`src/rtl/thrDacPkg.sv`:
```
package thrDacPkg;
  localparam int FRAME_W = 24;
  localparam int CMD_W   = 4;
  localparam int ADDR_W  = 4;
  localparam logic [CMD_W-1:0] CMD_WRUPD = 4'b0011;
  localparam logic [CMD_W-1:0] CMD_NOP   = 4'b1111;

  typedef struct packed {
    logic drive;   // load next mosi bit
    logic sample;  // capture miso this edge
    logic check;   // compare captured bit
    logic clrErr;  // clear per-pass error
  } ctrlStrb_t;
endpackage

```
`src/rtl/thrDacCtrl.sv`:
```
module thrDacCtrl
  import thrDacPkg::*;
#(
  parameter int NUM_DEV   = 8,
  parameter int NUM_CH    = 8,
  parameter int CLK_DIV   = 4,
  parameter int MAX_RETRY = 2
) (
  input  logic clk,
  input  logic rstN,
  input  logic start,
  input  logic passErr,
  output ctrlStrb_t strb,
  output logic [$clog2(NUM_DEV)-1:0] curSlot,
  output logic [$clog2(FRAME_W)-1:0] curBit,
  output logic [$clog2(NUM_DEV)-1:0] drvSlot,
  output logic [$clog2(FRAME_W)-1:0] drvBit,
  output logic [$clog2(NUM_CH+1)-1:0] passIdx,
  output logic csN,
  output logic sclk,
  output logic busy,
  output logic done,
  output logic error,
  output logic mismatch,
  output logic [$clog2(NUM_CH+1)-1:0] failPass
);
  localparam int SLOT_W = $clog2(NUM_DEV);
  localparam int BIT_W  = $clog2(FRAME_W);
  localparam int PASS_W = $clog2(NUM_CH+1);
  localparam int DIV_W  = $clog2(CLK_DIV);
  localparam int HALF   = CLK_DIV / 2;
  localparam int RTY_W  = $clog2(MAX_RETRY + 2);

  typedef enum logic [2:0] {S_IDLE, S_PREP, S_SHIFT, S_HOLD, S_GAP} state_t;
  state_t state;
  logic [DIV_W-1:0] divCnt;
  logic [RTY_W-1:0] retryCnt;
  logic lastBit, halfPt, fullPt;

  assign lastBit = (curSlot == SLOT_W'(NUM_DEV-1)) && (curBit == BIT_W'(FRAME_W-1));
  assign halfPt  = (divCnt == DIV_W'(HALF-1));
  assign fullPt  = (divCnt == DIV_W'(CLK_DIV-1));
  assign busy    = (state != S_IDLE);

  always_comb begin
    strb    = '0;
    drvSlot = curSlot;
    drvBit  = curBit;
    case (state)
      S_PREP: begin
        strb.drive  = 1'b1;
        strb.clrErr = 1'b1;
      end
      S_SHIFT: begin
        if (halfPt) begin
          strb.sample = 1'b1;
          strb.check  = (passIdx != '0);
        end
        if (fullPt && !lastBit) begin
          strb.drive = 1'b1;
          if (curBit == BIT_W'(FRAME_W-1)) begin
            drvBit  = '0;
            drvSlot = curSlot + SLOT_W'(1);
          end else begin
            drvBit = curBit + BIT_W'(1);
          end
        end
      end
      default: ;
    endcase
  end

  always_ff @(posedge clk) begin
    if (!rstN) begin
      state    <= S_IDLE;
      divCnt   <= '0;
      curSlot  <= '0;
      curBit   <= '0;
      passIdx  <= '0;
      retryCnt <= '0;
      csN      <= 1'b1;
      sclk     <= 1'b0;
      done     <= 1'b0;
      error    <= 1'b0;
      mismatch <= 1'b0;
      failPass <= '0;
    end else begin
      case (state)
        S_IDLE: if (start) begin
          done     <= 1'b0;
          error    <= 1'b0;
          mismatch <= 1'b0;
          retryCnt <= '0;
          passIdx  <= '0;
          state    <= S_PREP;
        end
        S_PREP: begin
          csN    <= 1'b0;
          divCnt <= '0;
          state  <= S_SHIFT;
        end
        S_SHIFT: begin
          divCnt <= divCnt + DIV_W'(1);
          if (halfPt) sclk <= 1'b1;
          if (fullPt) begin
            sclk   <= 1'b0;
            divCnt <= '0;
            if (lastBit) begin
              curSlot <= '0;
              curBit  <= '0;
              state   <= S_HOLD;
            end else begin
              curSlot <= drvSlot;
              curBit  <= drvBit;
            end
          end
        end
        S_HOLD: begin
          divCnt <= divCnt + DIV_W'(1);
          if (halfPt) begin
            csN    <= 1'b1;
            divCnt <= '0;
            state  <= S_GAP;
          end
        end
        S_GAP: begin
          divCnt <= divCnt + DIV_W'(1);
          if (fullPt) begin
            divCnt <= '0;
            if (passErr) begin
              mismatch <= 1'b1;
              failPass <= passIdx - PASS_W'(1);
              if (retryCnt < RTY_W'(MAX_RETRY)) begin
                retryCnt <= retryCnt + RTY_W'(1);
                passIdx  <= '0;
                state    <= S_PREP;
              end else begin
                error <= 1'b1;
                state <= S_IDLE;
              end
            end else if (passIdx == PASS_W'(NUM_CH)) begin
              done  <= 1'b1;
              state <= S_IDLE;
            end else begin
              passIdx <= passIdx + PASS_W'(1);
              state   <= S_PREP;
            end
          end
        end
        default: state <= S_IDLE;
      endcase
    end
  end
endmodule

```
`src/rtl/thrDacDatapath.sv`:
```
module thrDacDatapath
  import thrDacPkg::*;
#(
  parameter int NUM_DEV = 8,
  parameter int NUM_CH  = 8,
  parameter int CODE_W  = 12
) (
  input  logic clk,
  input  logic rstN,
  input  logic regWrEn,
  input  logic [$clog2(NUM_DEV*NUM_CH)-1:0] regAddr,
  input  logic [CODE_W-1:0] regWrData,
  input  logic busy,
  input  ctrlStrb_t strb,
  input  logic [$clog2(NUM_DEV)-1:0] curSlot,
  input  logic [$clog2(FRAME_W)-1:0] curBit,
  input  logic [$clog2(NUM_DEV)-1:0] drvSlot,
  input  logic [$clog2(FRAME_W)-1:0] drvBit,
  input  logic [$clog2(NUM_CH+1)-1:0] passIdx,
  input  logic miso,
  output logic mosi,
  output logic passErr
);
  localparam int SLOT_W  = $clog2(NUM_DEV);
  localparam int BIT_W   = $clog2(FRAME_W);
  localparam int PASS_W  = $clog2(NUM_CH+1);
  localparam int RF_N    = NUM_DEV * NUM_CH;
  localparam int RF_AW   = $clog2(RF_N);
  localparam int PAD_W   = FRAME_W - CMD_W - ADDR_W - CODE_W;

  logic [CODE_W-1:0] codeMem [RF_N];
  logic [FRAME_W-1:0] txWord, expWord;
  logic [PASS_W-1:0] prevPass;
  logic txBit, expBit;

  // code store, host side
  always_ff @(posedge clk) begin
    if (!rstN) begin
      for (int i = 0; i < RF_N; i++) codeMem[i] <= '0;
    end else if (regWrEn && !busy) begin
      codeMem[regAddr] <= regWrData;
    end
  end

  function automatic logic [FRAME_W-1:0] frameFor(input logic [SLOT_W-1:0] slot,
                                                 input logic [PASS_W-1:0] pass);
    int dev;
    logic [RF_AW-1:0] idx;
    dev = NUM_DEV - 1 - int'(slot);
    idx = RF_AW'(dev * NUM_CH + ((int'(pass) < NUM_CH) ? int'(pass) : 0));
    if (int'(pass) < NUM_CH)
      frameFor = {CMD_WRUPD, ADDR_W'(pass), codeMem[idx], {PAD_W{1'b0}}};
    else
      frameFor = {CMD_NOP, {(FRAME_W-CMD_W){1'b0}}};
  endfunction

  assign prevPass = passIdx - PASS_W'(1);

  always_comb begin
    txWord  = frameFor(drvSlot, passIdx);
    expWord = frameFor(curSlot, prevPass);
    txBit   = txWord[BIT_W'(FRAME_W-1) - drvBit];
    expBit  = expWord[BIT_W'(FRAME_W-1) - curBit];
  end

  always_ff @(posedge clk) begin
    if (!rstN) begin
      mosi    <= 1'b0;
      passErr <= 1'b0;
    end else begin
      if (strb.drive) mosi <= txBit;
      if (strb.clrErr) passErr <= 1'b0;
      else if (strb.sample && strb.check && (miso != expBit)) passErr <= 1'b1;
    end
  end
endmodule

```
`src/rtl/thrDacLoader.sv`:
```
module thrDacLoader
  import thrDacPkg::*;
#(
  parameter int NUM_DEV   = 8,
  parameter int NUM_CH    = 8,
  parameter int CODE_W    = 12,
  parameter int CLK_DIV   = 4,
  parameter int MAX_RETRY = 2
) (
  input  logic clk,
  input  logic rstN,
  input  logic regWrEn,
  input  logic [$clog2(NUM_DEV*NUM_CH)-1:0] regAddr,
  input  logic [CODE_W-1:0] regWrData,
  input  logic start,
  output logic busy,
  output logic sclk,
  output logic csN,
  output logic mosi,
  input  logic miso,
  output logic done,
  output logic error,
  output logic mismatch,
  output logic [$clog2(NUM_CH+1)-1:0] failPass
);
  localparam int SLOT_W = $clog2(NUM_DEV);
  localparam int BIT_W  = $clog2(FRAME_W);
  localparam int PASS_W = $clog2(NUM_CH+1);

  ctrlStrb_t strb;
  logic [SLOT_W-1:0] curSlot, drvSlot;
  logic [BIT_W-1:0]  curBit, drvBit;
  logic [PASS_W-1:0] passIdx;
  logic passErr;

  thrDacCtrl #(.NUM_DEV(NUM_DEV), .NUM_CH(NUM_CH), .CLK_DIV(CLK_DIV), .MAX_RETRY(MAX_RETRY)) uCtrl (
    .clk(clk), .rstN(rstN), .start(start), .passErr(passErr), .strb(strb),
    .curSlot(curSlot), .curBit(curBit), .drvSlot(drvSlot), .drvBit(drvBit),
    .passIdx(passIdx), .csN(csN), .sclk(sclk), .busy(busy), .done(done),
    .error(error), .mismatch(mismatch), .failPass(failPass)
  );

  thrDacDatapath #(.NUM_DEV(NUM_DEV), .NUM_CH(NUM_CH), .CODE_W(CODE_W)) uDp (
    .clk(clk), .rstN(rstN), .regWrEn(regWrEn), .regAddr(regAddr),
    .regWrData(regWrData), .busy(busy), .strb(strb), .curSlot(curSlot),
    .curBit(curBit), .drvSlot(drvSlot), .drvBit(drvBit), .passIdx(passIdx),
    .miso(miso), .mosi(mosi), .passErr(passErr)
  );
endmodule

```
`config.mk`:
```
export PLATFORM = sky130hd
export DESIGN_NAME = thrDacLoader
export DESIGN_NICKNAME = d
export VERILOG_FILES = /design/src/rtl/thrDacPkg.sv /design/src/rtl/thrDacCtrl.sv /design/src/rtl/thrDacDatapath.sv /design/src/rtl/thrDacLoader.sv
export SDC_FILE = /design/constraint.sdc
export NUM_CORES = 2
export LEC_CHECK = 0
export BUFFER_PORTS_ARGS = -buffer_cell sky130_fd_sc_hd__buf_4
export CAP_MARGIN = 25
export CORE_ASPECT_RATIO = 0.5
export CORE_MARGIN = 2
export CORE_UTILIZATION = 45
export DETAILED_ROUTE_END_ITERATION = 10
export PLACE_DENSITY = 0.61
export SLEW_MARGIN = 5
export SYNTH_ARGS = -nofsm -noshare
export SYNTH_HDL_FRONTEND = slang
export SYNTH_SLANG_ARGS = --single-unit
```
`constraint.sdc`:
```
create_clock -name clk -period 5.1 [get_ports clk]
set_input_delay 1.53 -clock clk [delete_from_list [all_inputs] [get_ports clk]]
set_output_delay 1.53 -clock clk [all_outputs]
set_load 0.03 [all_outputs]
```
==> out/results.ini <==
[timing]
setup_tns_ns = 0
rsz0062_at_grt = no
drv_slew = 0
tightest_slew_ns = 1.11
slew-limit-headroom_pct = 26.1
timing.fmax_ghz = 0.212
fin_ws_ns = 0.387
hold_violations = 0
layout_min_cycle_time_ns = 4.71
worst_clock_skew_ns = 0.0453
min_period_over_period_pct = 92.4
finalSetupViolCount = 0

[final_layout]
final_common_cell = and2_1
n_fill_cell = 8531
ff_latch_area_um2 = 23700
final_nets = 3957
multi_input_area_um2 = 19300
syn2layout_area_growth_pct = 10.7
most-common-layout-cells = 780 x and2_1, 768 x edfxtp_1, 462 x nand2_1, 268 x buf_4, 172 x a21oi_1
drive_above_1_share_pct = 15.3

[yosys]
synth_edf_count = 768
ys_dominant_reg_cell = edfxtp_1
postSynthCellCount = 3971
synth_cell_types = 88
synth-seq-area-share_pct = 52.7
ys_ff_latch = 798
async_flop_share_pct = 0
synth_area_um2 = 44900
syn_nets = 4003
synth.yosys.warnings = 0
syn_area_per_cell_um2 = 11.3

[placed_design]
hpwlAfterDp_um = 131000
pre_cts_slack_ns = 0.601
place_congestion = 1.07
port_buffers = 33

[grt]
grt-busiest-layer = met1
met3_usage_pct = 15.7
grt_use_met2_pct = 51.1
grt_pass1_vias = 33200
grt_usage_pct = 37.3
grt_max_degree = 132
grt_pass1_wl_um = 267000
overflow = 0
use_met1_pct = 52.9
grt_antenna_before_repair = 20

[floorplan]
die_h_um = 227
core_area_um2 = 98300
die_w_um = 451
die-area_um2 = 102000
pin_count = 34
start_util_pct = 45.6
num_rows = 81

[power]
p_leak_nw = 17.4
power-per-cell-area_nw_per_um2 = 288
peakVddDrop_uv = 244

[clock_network]
cts_tree = built
worstSkewPairLatency_ns = 0.72
cts.sinks = 798
ctsResizeCount = 0
post_cts_buffers = 0
hold_buffers = 0
cts_buffers = 76
clockBufferDepth = 3
path_clk_slew_ns = 0.07
root_buffer = clkbuf_16
h-tree-depth = 3

[detailed_routing]
drc = 0
vias = 36500
dr.pass1.iters = 8
wire_per_inst_um = 36.3
detail-route-antenna-nets = 0
finalWirelength_um = 193000
drt_iter0_markers = 7553
vias_per_cell = 6.86

[setup_path]
critPathSlowestCell = a211oi_4
regToRegStartpoint = uCtrl.passIdx[0]
crit_path_end_kind = flop
max_stage_delay_ns = 0.95
path_max_fanout = 14
crit_top_cell = buf_4
critical_path_class = reg -> reg
arrival_ns = 5.28
reg2regPathDepth = 17
crit_path_start_kind = flop
cp.required_ns = 5.67
critical_path.cell_chain = clkinv_2 -> ha_1 -> and2b_1 -> a21o_1 -> a211oi_4 -> buf_4 -> a22oi_1 -> o21ai_0 -> a211oi_1 -> nor4_1 -> buf_2 -> buf_4 -> o311ai_0 -> o31a_1 -> o211ai_2 -> xnor2_1 -> o22ai_1
cp-startpoint = uCtrl.passIdx[0]

[worst_hold_path]
hp-start = uCtrl.done
worstHoldPathType = reg -> reg
min_path_cells = 2

[flow_run]
max-cap-violations = 0

[run_status]
status = finished clean

cell usage after synthesis (all sizes together) (5+ instances only):
library cell  number  area, um2
nor4              20        131
a21o              11       82.6
or3                9       56.3
mux2i            155       1550
mux2              11        124
nand2            462       1730
a22o               6       52.6
o2111ai            5       43.8
clkbuf           244        916
edfxtp           768      23100
o22ai             17        106
o211ai            19        153
nand4             13       81.3
o221ai            13        114
nand3b             5       50.1
a21oi            174        893
and3              12       75.1
and2             781       4890
a21boi             6       45.1
nor2             120        463
nor3              41        216
dfxtp             30        601
a211oi            42        325
a311oi            14        123
nand3            104        521
xnor2              5       43.8
a221oi           132       1160
o21ai            151        767
o311ai            15        131
a22oi             51        383
buf              177       1010
nor2b             11       68.8
o31ai             10       75.1
nand2b             7       43.8
o32ai              6       52.6
a31oi             67        419
ha                 9        113
nor3b              5       48.8
mux4             150       3380
a221o             10        100
o211a              7       70.1
inv               15       56.3
state kept, by name (all words and copies together), names as in the netlist, 2 cells and up:
register	count
uCtrl.curSlot	3
uCtrl.divCnt	2
uCtrl.state	3
uCtrl.passIdx	4
uCtrl.curBit	5
uCtrl.retryCnt	2
uCtrl.failPass	4
uDp.codeMem	768
worst max-delay path: cells and delay by family (launching register included):
| kind | cells | cell delay [ns] |
|---|---|---|
| adder cells (fa/ha/maj) | 1 | 0.31 |
| flip-flops | 1 | 0.44 |
| buffers and inverters | 4 | 0.88 |
| XOR/XNOR | 1 | 0.14 |
| AND/OR/NAND/NOR | 2 | 0.59 |
| AO/OA/AOI/OAI | 9 | 2.19 |
area by class of cell:
cell class	instances	share of cell area, %
repair buffers	297	5.01
inverters	17	0.131
clock buffers	93	4.11
well taps	1328	3.35
multi-input cells	2735	38.9
clock inverters	45	0.748
flip-flops and latches	798	47.7
diodes	10	0.0504
final timing paths:
check             slack (ns)           to
setup / recovery        0.39  uDp.passErr
hold / removal          0.49   uCtrl.done
setup reg to reg        0.39  uDp.passErr
hold reg to reg         0.49   uCtrl.done
metrics by stage:
stage,util (%),cell area [um2],total power (W),hold WS (ns),cells
after floorplan,-,44900,0.00806,0.476,3971
after global placement,47.9,47100,0.00852,0.461,5161
after detailed placement,48.0,47200,0.00854,0.470,5169
after CTS,50.4,49600,0.0143,0.484,5307
after global routing,50.5,49600,0.0146,0.528,5313
final,50.5,49700,0.0143,0.485,5323
report_power, final:
| part | internal (W) | switching [W] |
|---|---|---|
| clock | 0.00312 | 0.00276 |
| combinational | 0.000251 | 0.000619 |
| sequential | 0.00739 | 0.000183 |
layer usage:
layer  vias up  wire length [um]
li1      14700                 -
met2      3069             76900
met5         -                49
met4         8              7650
met1     18300             76300
met3       443             32600
logic make-up after synthesis:
group	Yosys count	share of synthesized area, %
compound gates	800	12.2
xor+xnor	7	0.137
fa+ha+maj	9	0.251
buf+inv	438	4.45
flops	798	52.7
mux	316	11.3
simple gates	1603	18.9
No activity file was read; power rests on OpenSTA's default activity.
